===== src/rtl/thresh_alert.sv =====
module thresh_alert #(
  parameter int NCH = 4,
  parameter int DW = 16,
  parameter bit SIGNED_DATA = 1'b1
) (
  input  logic              clk,
  input  logic              rst_n,
  input  logic              conv_done,
  input  logic [NCH*DW-1:0] results,
  input  logic [DW-1:0]     lim_hi,
  input  logic [DW-1:0]     lim_lo,
  input  logic              alert_en,
  input  logic              cs_n,
  output logic              alert_n,
  output logic [NCH-1:0]    flag_hi,
  output logic [NCH-1:0]    flag_lo
);

  logic           cs_q;
  logic           cs_fall;
  logic [NCH-1:0] over, under;
  logic [NCH-1:0] nxt_hi, nxt_lo;

  assign cs_fall = cs_q & ~cs_n;

  for (genvar g = 0; g < NCH; g++) begin : g_chan
    logic [DW-1:0] smp;
    assign smp = results[g*DW +: DW];
    if (SIGNED_DATA) begin : g_s
      assign over[g]  = conv_done && ($signed(smp) > $signed(lim_hi));
      assign under[g] = conv_done && ($signed(smp) < $signed(lim_lo));
    end else begin : g_u
      assign over[g]  = conv_done && (smp > lim_hi);
      assign under[g] = conv_done && (smp < lim_lo);
    end
  end

  always_comb begin
    if (!alert_en) begin
      nxt_hi = '0;
      nxt_lo = '0;
    end else if (cs_fall) begin
      nxt_hi = over;
      nxt_lo = under;
    end else begin
      nxt_hi = flag_hi | over;
      nxt_lo = flag_lo | under;
    end
  end

  always_ff @(posedge clk or negedge rst_n) begin
    if (!rst_n) begin
      cs_q    <= 1'b1;
      flag_hi <= '0;
      flag_lo <= '0;
      alert_n <= 1'b1;
    end else begin
      cs_q    <= cs_n;
      flag_hi <= nxt_hi;
      flag_lo <= nxt_lo;
      alert_n <= ~(|{nxt_hi, nxt_lo});
    end
  end

  assert_quiet_hold_R5: assert property (@(posedge clk) disable iff (!rst_n)
    (alert_en && !conv_done && !cs_fall) |=> ($stable(flag_hi) && $stable(flag_lo)));

  assert_fall_needs_conv_R4: assert property (@(posedge clk) disable iff (!rst_n)
    $fell(alert_n) |-> $past(conv_done));

  assert_disabled_idle_R8: assert property (@(posedge clk) disable iff (!rst_n)
    !alert_en |=> (alert_n && flag_hi == '0 && flag_lo == '0));

  assert_release_cause_R6: assert property (@(posedge clk) disable iff (!rst_n)
    $rose(alert_n) |-> $past(!alert_en || cs_fall));

endmodule


===== config.mk =====
export PLATFORM = sky130hd
export DESIGN_NAME = thresh_alert
export DESIGN_NICKNAME = d
export VERILOG_FILES = /design/src/rtl/thresh_alert.sv
export SDC_FILE = /design/constraint.sdc
export NUM_CORES = 1
export LEC_CHECK = 0
export BUFFER_PORTS_ARGS = -buffer_cell sky130_fd_sc_hd__buf_4
export CAP_MARGIN = 5
export CORE_MARGIN = 2
export CORE_UTILIZATION = 45
export CTS_BUF_LIST = sky130_fd_sc_hd__clkbuf_4 sky130_fd_sc_hd__clkbuf_8
export CTS_CLUSTER_DIAMETER = 30
export DETAILED_ROUTE_END_ITERATION = 10
export GPL_TIMING_DRIVEN = 0
export PLACE_DENSITY = 0.73
export SYNTH_ARGS = -nofsm -noshare
export SYNTH_HDL_FRONTEND = slang
export SYNTH_SLANG_ARGS = --single-unit

===== constraint.sdc =====
create_clock -name clk -period 4.42 [get_ports clk]
set_input_delay 0.884 -clock clk [delete_from_list [all_inputs] [get_ports clk]]
set_output_delay 0.884 -clock clk [all_outputs]
set_load 0.005 [all_outputs]

==> results of run 1 <==
==> state kept, by name, summed over array words and instances (netlist names) <==
signal	count
alert_n	1
flag_hi	4
flag_lo	4
cs_q	1
==> per-stage QoR <==
| stage | setup slack (ns) | hold WS (ns) | util [%] | cell area (sq um) |
|---|---|---|---|---|
| after floorplan | 1.38 | 0.486 | - | 3230 |
| after global placement | 0.995 | 0.502 | 60.7 | 4170 |
| after detailed placement | 0.995 | 0.514 | 60.7 | 4170 |
| after CTS | 1.22 | 0.472 | 61.5 | 4220 |
| after global routing | 1.04 | 0.465 | 61.5 | 4220 |
| final | 1.20 | 0.467 | 61.5 | 4220 |
==> report_power, final <==
part | total (uW) | switching [uW] | internal (uW)
sequential | 109 | 5.35 | 103
clock | 113 | 34.4 | 78.2
combinational | 375 | 190 | 184
total | 596 | 230 | 366
==> Yosys cell counts, types with 2 or more instances <==
cell type | n | area share [%]
dfrtp_1 | 8 | 6.2
ha_1 | 124 | 48
a2111oi_0 | 2 | 0.54
a211oi_1 | 3 | 0.70
and4_1 | 6 | 1.6
a221oi_1 | 2 | 0.54
dfstp_2 | 2 | 1.6
nand4_1 | 14 | 2.7
nand3_1 | 2 | 0.31
a31oi_1 | 4 | 0.77
nor2_1 | 11 | 1.3
or4_1 | 2 | 0.46
o211ai_1 | 4 | 0.93
nor3b_1 | 3 | 0.70
o21a_1 | 4 | 0.93
a21oi_1 | 44 | 6.8
o31ai_1 | 3 | 0.70
a21o_1 | 17 | 4.0
o21ai_0 | 25 | 3.9
nand2b_1 | 4 | 0.77
o31a_1 | 2 | 0.54
inv_1 | 42 | 4.9
nand2_1 | 34 | 4.0
and3_1 | 4 | 0.77
nor2b_1 | 4 | 0.77
nor3_1 | 4 | 0.62
==> cell families after synthesis <==
family                     after synthesis  synth area share (%)
AOI/OAI and AO/OA                      123                  23.7
muxes                                    1                 0.310
adders and majority gates              124                  48.0
buffers and inverters                   42                  4.88
DFF                                     10                  7.82
and+or+nand+nor                         93                  15.3
==> layout by cell type (no fill, tap or decap), types with 2 or more instances in the layout <==
cell,n
a221oi_1,2
nand2b_1,4
a21o_1,17
nand4_1,14
and3_1,4
dfrtp_1,8
a21oi_1,44
nor3_1,4
inv_1,42
nor3b_1,3
and4_1,6
o21ai_0,25
o31ai_1,3
o31a_1,2
a2111oi_0,2
a31oi_1,4
nor2b_1,4
o21a_1,4
or4_1,2
nor2_1,11
nand3_1,2
dfstp_2,2
clkbuf_8,4
a211oi_1,3
buf_4,109
nand2_1,34
ha_1,124
o211ai_1,4
==> path summary, 6_finish.rpt <==
| kind | slack [ns] | end | from | depth (start not counted) |
|---|---|---|---|---|
| max in group asynchronous | 3.74 | cs_q$_DFF_PN1_ | rst_n | 1 |
| worst min register to register | 0.53 | flag_hi[3]$_DFF_PN0_ | flag_hi[3]$_DFF_PN0_ | 1 |
| min in group clk | 0.53 | flag_hi[3]$_DFF_PN0_ | flag_hi[3]$_DFF_PN0_ | 1 |
| worst max register to register | 2.67 | alert_n$_DFF_PN1_ | cs_q$_DFF_PN1_ | 5 |
| worst min-delay path | 0.47 | flag_lo[1]$_DFF_PN0_ | rst_n | 1 |
| worst max-delay path | 1.20 | alert_n$_DFF_PN1_ | lim_hi[15] | 10 |
==> critical path, cell delays in order <==
cell,delay (ns)
buf_4,0.08
inv_1,0.09
ha_1,0.34
nand4_1,0.17
or4_1,0.60
a21o_1,0.20
a31oi_1,0.18
o31ai_1,0.12
or4_1,0.52
nor4_2,0.18
==> metal layers <==
layer | track usage [%] | vias up | part of all wire, %
met4 | 2.48 | 0 | 0.65
met3 | 2.05 | 4 | 5.9
met5 | 0 | - | 0
met1 | 31.0 | 1512 | 44
li1 | - | 1726 | -
met2 | 47.1 | 101 | 49
==> cell type report <==
| cell class | instances | area, sq um |
|---|---|---|
| clock buffer | 4 | 55.1 |
| timing repair buffer | 109 | 818 |
| inverter | 42 | 158 |
| fill | 648 | 2650 |
| sequential | 10 | 253 |
| tap | 96 | 120 |
| multi-input combinational | 341 | 2820 |
==> flow_summary.yaml, run 1 <==
min_path:
  min_path_type: "input port to async pin"
routing:
  drtPass1Iterations: 4
  ant_nets: 0
  routed_wl_um: 9570
  vias: 3343
  drc: 0
  wl_per_cell_um: 15.9
  avgViaCountPerCell: 5.55
  drt_iter0_drc: 158
sta:
  rsz0062_at_grt: "no"
  tns_ns: 0
  hold_violations: 0
  period_share_pct: 72.9
  skew_ns: 0.00155
  setup_viol: 0
  relSlewSlack_pct: 52.7
  max_freq_mhz: 310
  tightest_slew_ns: 0.692
  slew_viol_final: 0
  fin_crit_ns: 3.22
clock_network:
  cts_made_buffers: 3
  cts.clk_slew.worst_paths_ns: 0.05
  cts_resized: 0
  clock_latency_ns: 0.23
  cts.sinks: 10
  clk_path_buf_depth: 2
  hold_buffers: 0
  cts_tree: "built"
  htree_num_levels: 1
  cts_setup_buffers: 0
  root_buffer: "clkbuf_8"
synth:
  yosysUniqueCellTypes: 45
  synth_seq_cells: 10
  avgSynthCellArea_sq_um: 8.22
  netlist_area_sq_um: 3230
  synthCells: 393
  synth_edf_count: 0
  synth_nets: 618
  seq_area_frac_synth_pct: 7.82
  ys.flop_type: "dfrtp_1"
  async_flop_share_pct: 100
  synth_warnings: 0
floorplanning:
  ioPinCount: 110
  row_count: 30
  core_sq_um: 6870
  dieArea_sq_um: 7870
  die_w_um: 88.7
  start_util_pct: 47.0
  die_h_um: 88.7
finish:
  final_cells: 602
  nNetsFinal: 732
  area_growth_pct: 30.8
  diodes: 0
  drive_gt1_share_pct: 22.9
global_routing:
  grt_use_total_pct: 24.7
  grt-ovfl-total: 0
  grt_pass1_wl_um: 15200
  grt_max_degree: 11
  grt_pass1_vias: 3273
  antenna_found_initial: 0
power_and_ir_drop:
  p_total_uw: 596
  ir_drop_v: 0.000151
  power_density_nw_per_um2: 141
  power_leakage_uw: 0.00233
run_status:
  outcome: "finished clean"
placement:
  gp_congestion: 0.881
  dp.cells: 598
  portBuffers: 109
  dp_hpwl_um: 8670
setup_path:
  worst-path-max-fanout: 4
  end_kind: "flop"
  crit_type: "input port to flop"
  crit_arrival_ns: 3.36
  crit_required_ns: 4.56
  crit_path_start_kind: "input port"
run:
  max-cap-violations: 0
(Power assumes the default switching activity.)
==> inputs of run 2 (changes only) <==
clock period = 3 ns   (was 4.42 ns; I/O delays follow)
==> run 2 against run 1 <==
Compared with the run above:
- clock skew hardly changed
- register-to-register slack worse by 1.7 ns
- flip-flop and latch count did not move
- final cell count up 1.3%
- critical path type unchanged
- critical endpoint unchanged
- highest routed layer unchanged
==> flow_summary.yaml, run 2 (synthesis results as in run 1) <==
power_and_ir_drop:
  power_switching_uw: 353
  power_leakage_uw: 0.00236
  share_comb_of_total_power_pct: 64.2
  power_density_nw_per_um2: 207
  ir_drop_v: 0.000222
  intPower_uw: 557
  p_total_uw: 911
  p_seq_share_pct: 17.6
  clkPwrFrac_pct: 18.3
  switching_share_pct: 38.8
sta:
  fin_crit_ns: 2.88
  hold_violations: 0
  relSlewSlack_pct: 53.4
  max_freq_mhz: 347
  slew_viol_final: 0
  tns_ns: 0
  setup_viol: 0
  tightest_slew_ns: 0.681
  period_share_pct: 96.0
  skew_ns: 0.00116
setup_path:
  crit_type: "input port to flop"
  crit_arrival_ns: 3.02
  cp_common_cell: "buf_4"
  r2r_slack_ns: 0.99
  slowest_stage: "or4_1"
  reg2reg_to: "alert_n$_DFF_PN1_"
  crit_path_start_kind: "input port"
  ff2ff_path_depth: 5
  end_kind: "flop"
  worst-path-max-fanout: 4
  cp_cell_sequence: "buf_4 > clkinvlp_4 > buf_4 > ha_4 > nand4_1 > nand3b_1 > a21o_1 > a31oi_2 > o31ai_2 > or4_1 > nor4_2"
  crit_buf_inv: 3
  crit_required_ns: 3.14
  slowest_delay_ns: 0.54
  critical_path.top_delay_family: "simple AND/OR/NAND/NOR gates"
  r2r-start: "cs_q$_DFF_PN1_"
global_routing:
  antenna_found_initial: 0
  grt_pass1_wl_um: 15200
  grt_pass1_vias: 3273
  grt_use_total_pct: 24.7
  grt_max_degree: 11
  grt-ovfl-total: 0
clock_network:
  cts_made_buffers: 3
  root_buffer: "clkbuf_8"
  clock_latency_ns: 0.23
  cts_tree: "built"
  cts.clk_slew.worst_paths_ns: 0.05
  clk_path_buf_depth: 2
  cts.sinks: 10
  htree_num_levels: 1
routing:
  avgViaCountPerCell: 5.59
  ant_nets: 0
  drt_iter0_drc: 128
  drtPass1Iterations: 4
  vias: 3412
  wl_per_cell_um: 16.3
  drc: 0
  routed_wl_um: 9950
placement:
  gp_congestion: 0.881
  dpl-instance-area_sq_um: 4170
  portBuffers: 109
  dp_hpwl_um: 8670
finish:
  drive_gt1_share_pct: 27.2
  fill_cells: 626
  layout_common_cells: "ha_1 (118), buf_4 (117), a21oi_1 (44)"
  seqCellArea_sq_um: 253
  mostFrequentLayoutCell: "ha_1"
  reg_top3: "flag_hi: 4 flops, flag_lo: 4 flops"
  multi_input_area_sq_um: 2930
  nNetsFinal: 740
  diodes: 0
  final_cell_area_sq_um: 4400
  area_growth_pct: 36.2
run_status:
  outcome: "finished clean"
floorplanning:
  core_sq_um: 6870
  start_util_pct: 47.0
  die_w_um: 88.7
  ioPinCount: 110
  dieArea_sq_um: 7870
  row_count: 30
  die_h_um: 88.7
run:
  max-cap-violations: 0
min_path:
  min_path_type: "input port to async pin"
[run 2: cell types whose count changed in the layout (fill, tap and decap cells not counted), sizes merged]
cell,previous run,this run
buf,109,117
clkinvlp,0,3
inv,42,39
[run 2: power by group through the flow]
stage	clock, uW	combinational, uW	sequential, uW
5_1_grt	178	661	161
2_1_floorplan	0	302	162
6_report	166	584	160
4_1_cts	167	552	160
3_5_place_dp	0	548	162
3_3_place_gp	0	531	162
[run 2: worst register-to-register path, stage by stage, from the launching register on]
cell      delay (ns)
dfstp_2         0.51
a21boi_1        0.18
a32oi_1         0.29
nand3_1         0.11
or4_1           0.52
nor4_2          0.30
[run 2: metal layers]
layer	vias to the layer above	share of wire [%]	track usage, %
li1	1746	-	-
met5	-	0	0
met1	1544	44	31.0
met4	0	0.66	2.48
met2	116	50	47.1
met3	6	5.9	2.05
[run 2: worst max path at each step]
stage,start,endpoint,cells past startpoint
2_1_floorplan,lim_hi[15],alert_n$_DFF_PN1_,9
3_3_place_gp,lim_hi[15],alert_n$_DFF_PN1_,10
3_5_place_dp,lim_hi[15],alert_n$_DFF_PN1_,10
4_1_cts,lim_hi[15],alert_n$_DFF_PN1_,10
5_1_grt,lim_hi[11],alert_n$_DFF_PN1_,11
6_report,lim_hi[11],alert_n$_DFF_PN1_,11
[run 2: cell type report]
cell class,instances,share of cell area [%]
inverter,42,3.84
timing repair buffer,117,20.0
clock buffer,4,1.25
tap,96,2.73
multi-input combinational,341,66.5
sequential,10,5.74
[run 2: through the flow]
step	instances	setup WS (ns)	hold WS [ns]	utilization, %
global placement	598	-0.141	0.432	60.7
floorplan	393	0.240	0.304	-
CTS	602	0.0802	0.188	61.5
global route	610	-0.0136	0.181	64.1
detailed placement	598	-0.141	0.433	60.7
finish	610	0.121	0.184	64.1
[run 2: timing repair]
action | 4_1_cts | 5_1_grt
endpoints found under the setup margin | 0 | 1
resized for setup | 0 | 16
buffers inserted | 0 | 8
hold buffers | 0 | 0
==> inputs of run 3 (changes only) <==
PLACE_DENSITY = default   (was 0.73)
PLACE_DENSITY_LB_ADDON = 0.2   (was default)
==> run 3 against run 2 <==
Compared with the run above:
- critical path depth decreased by 1
- cell area is 1.1% lower
- worst hold slack worse by 0.0048 ns
- first-iteration DRC count fell by 5.5%
- clock skew grew 0.0066 ns
==> flow_summary.yaml, run 3 (synthesis results as in run 1) <==
run_status:
  outcome: "finished clean"
setup_path:
  r2r_slack_ns: 1.13
  crit_arrival_ns: 3.09
  cp_cell_sequence: "buf_4 > clkinvlp_4 > ha_4 > nand4_1 > or4_4 > a21o_1 > a31oi_2 > o31ai_2 > or4_4 > nor4_4"
  r2r-start: "cs_q$_DFF_PN1_"
  crit_type: "input port to flop"
  slowest_delay_ns: 0.56
  reg2reg_to: "alert_n$_DFF_PN1_"
  ff2ff_path_depth: 5
  cp_common_cell: "or4_4"
  critPathLaunch: "lim_hi[9]"
  worst-path-max-fanout: 4
  slowest_stage: "or4_4"
  endpoint: "alert_n$_DFF_PN1_"
  crit_path_start_kind: "input port"
  end_kind: "flop"
  crit_required_ns: 3.15
power_and_ir_drop:
  ir_drop_v: 0.000138
  power_density_nw_per_um2: 205
  power_leakage_uw: 0.00234
sta:
  period_share_pct: 98.2
  slew_viol_final: 0
  setup_viol: 0
  fin_crit_ns: 2.95
  hold_violations: 0
  max_freq_mhz: 339
  skew_ns: 0.00780
  tightest_slew_ns: 0.645
  relSlewSlack_pct: 56.9
  tns_ns: 0
routing:
  wl_per_cell_um: 16.1
  drt_iter0_drc: 121
  routed_wl_um: 9740
  drc: 0
  vias: 3347
  avgViaCountPerCell: 5.53
  drtPass1Iterations: 4
  ant_nets: 0
floorplanning:
  dieArea_sq_um: 7870
  ioPinCount: 110
  row_count: 30
  die_w_um: 88.7
  die_h_um: 88.7
  start_util_pct: 47.0
  core_sq_um: 6870
placement:
  portBuffers: 109
  gp_congestion: 0.876
  dp_hpwl_um: 8760
  dp.cells: 598
min_path:
  min_path_type: "input port to async pin"
run:
  max-cap-violations: 0
finish:
  reg_top3: "flag_hi: 4 flops, flag_lo: 4 flops"
  nNetsFinal: 735
  diodes: 0
  mostFrequentLayoutCell: "ha_1"
  area_growth_pct: 34.8
  layout_common_cells: "ha_1 (118), buf_4 (112), a21oi_1 (44)"
  drive_gt1_share_pct: 25.9
  final_cells: 605
  final_core_util_pct: 63.4
clock_network:
  cts.clk_slew.worst_paths_ns: 0.05
  clock_latency_ns: 0.24
  htree_num_levels: 1
  cts_tree: "built"
  clk_path_buf_depth: 2
  root_buffer: "clkbuf_8"
  cts.sinks: 10
  cts_made_buffers: 3
global_routing:
  grt_pass1_wl_um: 15400
  grt_max_degree: 11
  grt-ovfl-total: 0
  grt_pass1_vias: 3315
  grt_use_total_pct: 25.2
  antenna_found_initial: 0
run 3: layout make-up:
class | count | area, sq um
Fill cell | 633 | 2510
Tap cell | 96 | 120
Inverter | 42 | 169
Sequential cell | 10 | 253
Clock buffer | 4 | 48.8
Timing Repair Buffer | 112 | 841
Multi-Input combinational cell | 341 | 2920
run 3: worst max-delay path, delay by kind of cell:
| family | cells | cell delay (ns) |
|---|---|---|
| compound gates | 3 | 0.48 |
| buf+inv | 2 | 0.22 |
| simple gates | 4 | 1.50 |
| fa+ha+maj | 1 | 0.29 |
run 3: power by group:
part,internal (uW),switching [uW]
logic,289,290
registers,152,8.78
clock network,102,51.1
total,543,350
run 3: through the flow:
| step | power [uW] | worst slack (ns) | hold WS (ns) | area (sq um) |
|---|---|---|---|---|
| 4_1_cts | 868 | 0.0994 | 0.184 | 4220 |
| 2_1_floorplan | 465 | 0.240 | 0.304 | 3230 |
| 3_5_place_dp | 712 | -0.130 | 0.434 | 4170 |
| 6_report | 893 | 0.0536 | 0.179 | 4350 |
| 3_3_place_gp | 691 | -0.117 | 0.431 | 4170 |
| 5_1_grt | 983 | -0.00347 | 0.186 | 4350 |
run 3: worst min path at each step:
stage,to,slack [ns],cells after the start
floorplan,flag_hi[0]$_DFF_PN0_,0.30,0
global placement,flag_hi[3]$_DFF_PN0_,0.43,1
detailed placement,flag_hi[3]$_DFF_PN0_,0.43,1
CTS,flag_lo[1]$_DFF_PN0_,0.18,1
global route,flag_hi[0]$_DFF_PN0_,0.19,1
finish,flag_hi[0]$_DFF_PN0_,0.18,1
run 3: metal layers:
layer / part of all wire, % / up-vias / routed length, um / global-route usage (%)
li1: - / 1732 / - / -
met5: 0 / - / 0 / 0
met2: 50 / 102 / 4820 / 46.3
met4: 2.0 / 0 / 198 / 6.47
met1: 44 / 1499 / 4260 / 31.5
met3: 4.8 / 14 / 463 / 1.77
run 3: repair_timing:
action,4_1_cts,5_1_grt
buffers inserted,0,3
gates resized for setup,0,14
setup endpoints to repair,0,1
hold buffers,0,0
